$ cat config.mk
export PLATFORM = sky130hd
export DESIGN_NAME = fetch_dslot
export DESIGN_NICKNAME = d
export VERILOG_FILES = /design/src/rtl/fetch_dslot.sv
export SDC_FILE = /design/constraint.sdc
export NUM_CORES = 1
export LEC_CHECK = 0
export ABC_CLOCK_PERIOD_IN_PS = 3100
export CAP_MARGIN = 25
export CORE_ASPECT_RATIO = 0.9
export CORE_MARGIN = 3
export CORE_UTILIZATION = 46
export CTS_BUF_LIST = sky130_fd_sc_hd__clkbuf_8
export DETAILED_ROUTE_END_ITERATION = 12
export PLACE_DENSITY = 0.83
export SYNTH_ARGS = -nofsm -noshare
export SYNTH_HDL_FRONTEND = slang
export SYNTH_SLANG_ARGS = --single-unit
$ cat constraint.sdc
create_clock -name clk -period 3.1 [get_ports clk]
set_input_delay 0.775 -clock clk [delete_from_list [all_inputs] [get_ports clk]]
set_output_delay 0.775 -clock clk [all_outputs]
set_load 0.01 [all_outputs]
$ cat src/rtl/fetch_dslot.sv
module fetch_dslot #(
  parameter int          DISP_W   = 17,
  parameter logic [31:0] RESET_PC = 32'h0,
  parameter logic [4:0]  RP_REG   = 5'd2,
  parameter logic [4:0]  ALT_REG  = 5'd31
) (
  input  logic              clk,
  input  logic              rst_n,
  input  logic              stall,
  output logic [31:0]       imem_addr,
  input  logic [31:0]       imem_rdata,
  output logic              issue_valid,
  output logic [31:0]       issue_pc,
  output logic [31:0]       issue_instr,
  output logic              issue_slot,
  input  logic              br_valid,
  input  logic [1:0]        br_kind,
  input  logic [DISP_W-1:0] br_disp,
  input  logic [31:0]       br_reg,
  output logic              link_we,
  output logic [4:0]        link_idx,
  output logic [31:0]       link_data
);

  localparam int EXT_W = 32 - DISP_W - 2;

  logic        valid_q, slot_q;
  logic [31:0] pc_q, tgt_q, pc_next, target;
  logic        issue, take;

  assign issue = valid_q & ~stall;
  assign take  = issue & br_valid & ~slot_q;

  assign target = br_kind[1] ? {br_reg[31:2], 2'b00}
                             : pc_q + {{EXT_W{br_disp[DISP_W-1]}}, br_disp, 2'b00};

  always_comb begin
    if (!issue)      pc_next = pc_q;
    else if (slot_q) pc_next = tgt_q;
    else             pc_next = pc_q + 32'd4;
  end

  always_ff @(posedge clk or negedge rst_n) begin
    if (!rst_n) begin
      valid_q <= 1'b0;
      slot_q  <= 1'b0;
      pc_q    <= RESET_PC;
      tgt_q   <= RESET_PC;
    end else begin
      valid_q <= 1'b1;
      pc_q    <= pc_next;
      if (take) begin
        slot_q <= 1'b1;
        tgt_q  <= target;
      end else if (issue) begin
        slot_q <= 1'b0;
      end
    end
  end

  assign imem_addr   = pc_next;
  assign issue_valid = issue;
  assign issue_pc    = pc_q;
  assign issue_instr = imem_rdata;
  assign issue_slot  = slot_q;
  assign link_we     = take & (br_kind != 2'd2);
  assign link_idx    = (br_kind == 2'd0) ? RP_REG : ALT_REG;
  assign link_data   = pc_q + 32'd8;

  a_r2_stall_hold: assert property (@(posedge clk) disable iff (!rst_n)
    (valid_q && stall) |=> ($stable(pc_q) && $stable(slot_q)));
  a_r3_step: assert property (@(posedge clk) disable iff (!rst_n)
    (issue && !slot_q) |=> (pc_q == $past(pc_q) + 32'd4));
  a_r4_redirect: assert property (@(posedge clk) disable iff (!rst_n)
    (issue && slot_q) |=> (pc_q == $past(tgt_q)));
  a_r4_slot_follows: assert property (@(posedge clk) disable iff (!rst_n)
    take |=> slot_q);
  a_r6_aligned: assert property (@(posedge clk) disable iff (!rst_n)
    (take && br_kind[1]) |=> (tgt_q[1:0] == 2'b00));
  a_r7_no_link_in_slot: assert property (@(posedge clk) disable iff (!rst_n)
    slot_q |-> !link_we);

endmodule

==> impl_metrics.toml <==
[sta]
rsz0062_at_grt = "true"
fin_crit_ns = 3.33
finalWorstSetupSlack_ns = -0.231
tightest_slew_ns = 0.681
whs_ns = 0.443
maxSlewViolCount = 0
slew-limit-headroom_pct = 54.6
hold_viol = 0
clock.fmax_mhz = 300
finClkSkew_ns = 0.0124
setup_viol_count_final = 19
post-route-period-util_pct = 107

[drt]
drt_iter0_drc = 930
post-route-drc-count = 0
vias = 6992
wl_per_cell_um = 20.4
ant_nets = 0
finalWirelength_um = 23200
drt-pass1-iter-count = 7
vias_per_cell = 6.15

[finish]
drive_above_1_share_pct = 29.0
area_growth_pct = 52.0
nFillCells = 873
antennaDiodeCount = 0
ff_latch_area_sq_mm = 0.00165
finalNetCount = 1091
fin_area_sq_mm = 0.00880
multiInputGateArea_sq_mm = 0.00404

[worst_setup_path]
path_class = "register to output port"
cp-end-kind = "output port"
start_kind = "register"
cp_max_fo = 3
worstPathRequired_ns = 2.32
critPathSlowestCell = "dfrtp_1"
cp_common_cell = "buf_6"
critPathBufInv = 4
cp_cell_sequence = "and4_1, and2_4, nand3_4, buf_6, buf_6, buf_6, nor4_4, a21oi_1, o21ai_1, o21ai_1, buf_2"
cp.arrival_ns = 2.56
max_stage_delay_ns = 0.40
crit_family = "simple AND/OR/NAND/NOR gates"

[yosys]
synthCells = 735
yosysTopAreaCell = "dfrtp_1"
synth_seq_cells = 66
synthMostInstantiatedCell = "a21oi_1"
yosys-top-cells-count = "a21oi_1 (84), nand2_1 (71), o21ai_0 (70), dfrtp_1 (66), buf_4 (39)"
yosysSeqAreaShare_pct = 28.5
synth_cell_type_count = 66
syn_area_per_cell_sq_um = 7.87
synth_edf_count = 0
synth_ff_type = "dfrtp_1"
synthTopCellsByArea = "dfrtp_1 (29%), a21oi_1 (7.3%), ha_1 (6.7%), o21ai_0 (6.1%), buf_4 (5.1%)"
synth_top_area_share_pct = 28.5
synth-warning-count = 0
netlist_area_sq_mm = 0.00579
async_flop_share_pct = 100

[clocking]
cts_made_buffers = 9
clock_path_buffers = 2
clock_latency_ns = 0.37
clk_pin_slew_ns = 0.09
clockRootBuffer = "clkbuf_8"
tritoncts = "yes"
clkSinkCount = 66
htree_levels = 3

[status]
status = "complete, but fails checks"
violations = "setup timing"

[grt]
antenna_found_initial = 0
grtUsageTotal_pct = 30.1
grt_overflow_total = 0
grt_pass1_wl_um = 34100
grt_pass1_vias = 6557
grt_max_degree = 53

[placement]
post-place-ws_ns = -0.505
place_area_sq_mm = 0.00808
finalWeightedCongestion = 1.02
io_buffers = 155
dp_hpwl_um = 16200

[floorplanning]
start_util_pct = 47.6
fp-row-count = 38
die_y_um = 112
die_w_um = 124
core-area_sq_mm = 0.0122
num_io_pins = 223
die_area_sq_mm = 0.0140

[job]
drv_cap = 0

[power]
p_leak_nw = 4.02
sw_frac_of_total_pct = 46.5
pwr-share-clk_pct = 9.4
power.internal_mw = 4.26
p_comb_share_pct = 70.5
p_sw_mw = 3.71
power_frac_seq_pct = 20.1
peakVddDrop_v = 0.000459
p_per_area_mw_per_mm2 = 906

[worst_hold_path]
hold_path_class = "input pin to asynchronous set/reset pin"
[cell type report]
cell class / instances / share of cell area (%)
flip-flops and latches: 66 / 18.8
multi-input cells: 569 / 45.9
repair buffers: 310 / 30.2
inverters: 16 / 0.682
clock buffers: 9 / 1.41
clock inverters: 6 / 0.768
well taps: 160 / 2.27
[state kept, by name, indices dropped and copies added, names as in the netlist]
register    flops
issue_pc       32
issue_slot      1
tgt_q          32
valid_q         1
[logic make-up after synthesis]
| logic type | share of synthesized area [%] |
|---|---|
| mux | 2.14 |
| compound gates | 26.2 |
| flops | 28.5 |
| fa+ha+maj | 7.05 |
| xor+xnor | 6.96 |
| simple gates | 19.7 |
| buf+inv | 9.32 |
| other cells | 0.0648 |
[cells in the final DEF (no fill, tap or decap), types with 17 or more instances in the layout]
cell / count
buf_4: 138
clkdlybuf4s50_1: 100
a21oi_1: 74
nand2_1: 68
dfrtp_1: 66
o21ai_0: 52
nor2_1: 32
ha_1: 27
nand3_1: 22
xor2_1: 22
dlygate4sd2_1: 22
xnor2_1: 18
a21o_1: 17
buf_2: 17
[power by group through the flow]
stage	Sequential [mW]	Clock, mW	Combinational (mW)
final	1.60	0.750	5.62
after global routing	1.61	0.783	5.99
after CTS	1.56	0.748	5.25
after detailed placement	1.56	0	5.29
after global placement	1.55	0	5.17
after floorplan	1.64	0	2.48
[worst reg2reg max path, cell delays in order (launching register included)]
cell	delay, ns
dfrtp_1	0.39
buf_4	0.29
ha_4	0.20
fa_2	0.26
a211oi_2	0.09
o21ai_2	0.19
o2111ai_4	0.19
a2111o_1	0.53
a31oi_2	0.23
buf_4	0.15
mux2i_1	0.17
nand3_1	0.08
[stage by stage]
stage,utilization (%),cells,TNS [ns],total power [mW]
2_1_floorplan,-,736,0,4.13
3_3_place_gp,66.4,1097,-11.29,6.72
3_5_place_dp,66.4,1097,-12.25,6.85
4_1_cts,69.7,1125,-0.435,7.55
5_1_grt,72.3,1136,-3.40,8.39
6_report,72.3,1136,-1.72,7.97
[worst paths after layout]
kind	to	slack, ns	cells after the start	start
worst max-delay path	imem_addr[31]	-0.23	11	issue_pc[20]
worst min-delay path	tgt_q[2]	0.44	1	rst_n
worst max register to register	tgt_q[24]	0.20	11	issue_pc[2]
worst min register to register	tgt_q[0]	0.47	2	tgt_q[0]
max in group asynchronous	issue_pc[16]	1.98	2	rst_n
min in group clk	tgt_q[0]	0.47	2	tgt_q[0]
[timing repair]
| action | CTS | global route |
|---|---|---|
| hold buffers | 0 | 0 |
| pin swaps | 18 | 33 |
| setup buffers | 13 | 13 |
| endpoints found under the setup margin | 57 | 49 |
| gates resized for setup | 154 | 92 |
[layer usage]
layer	global-route usage, %	part of all wire, %	wire length (um)	up-vias
li1	-	-	-	3109
met1	40.3	40	9170	3271
met2	47.5	46	10700	509
met3	5.52	10	2340	103
met4	14.5	4.4	1020	0
met5	0	0	0	-
Power figures use the tool's default switching activity.
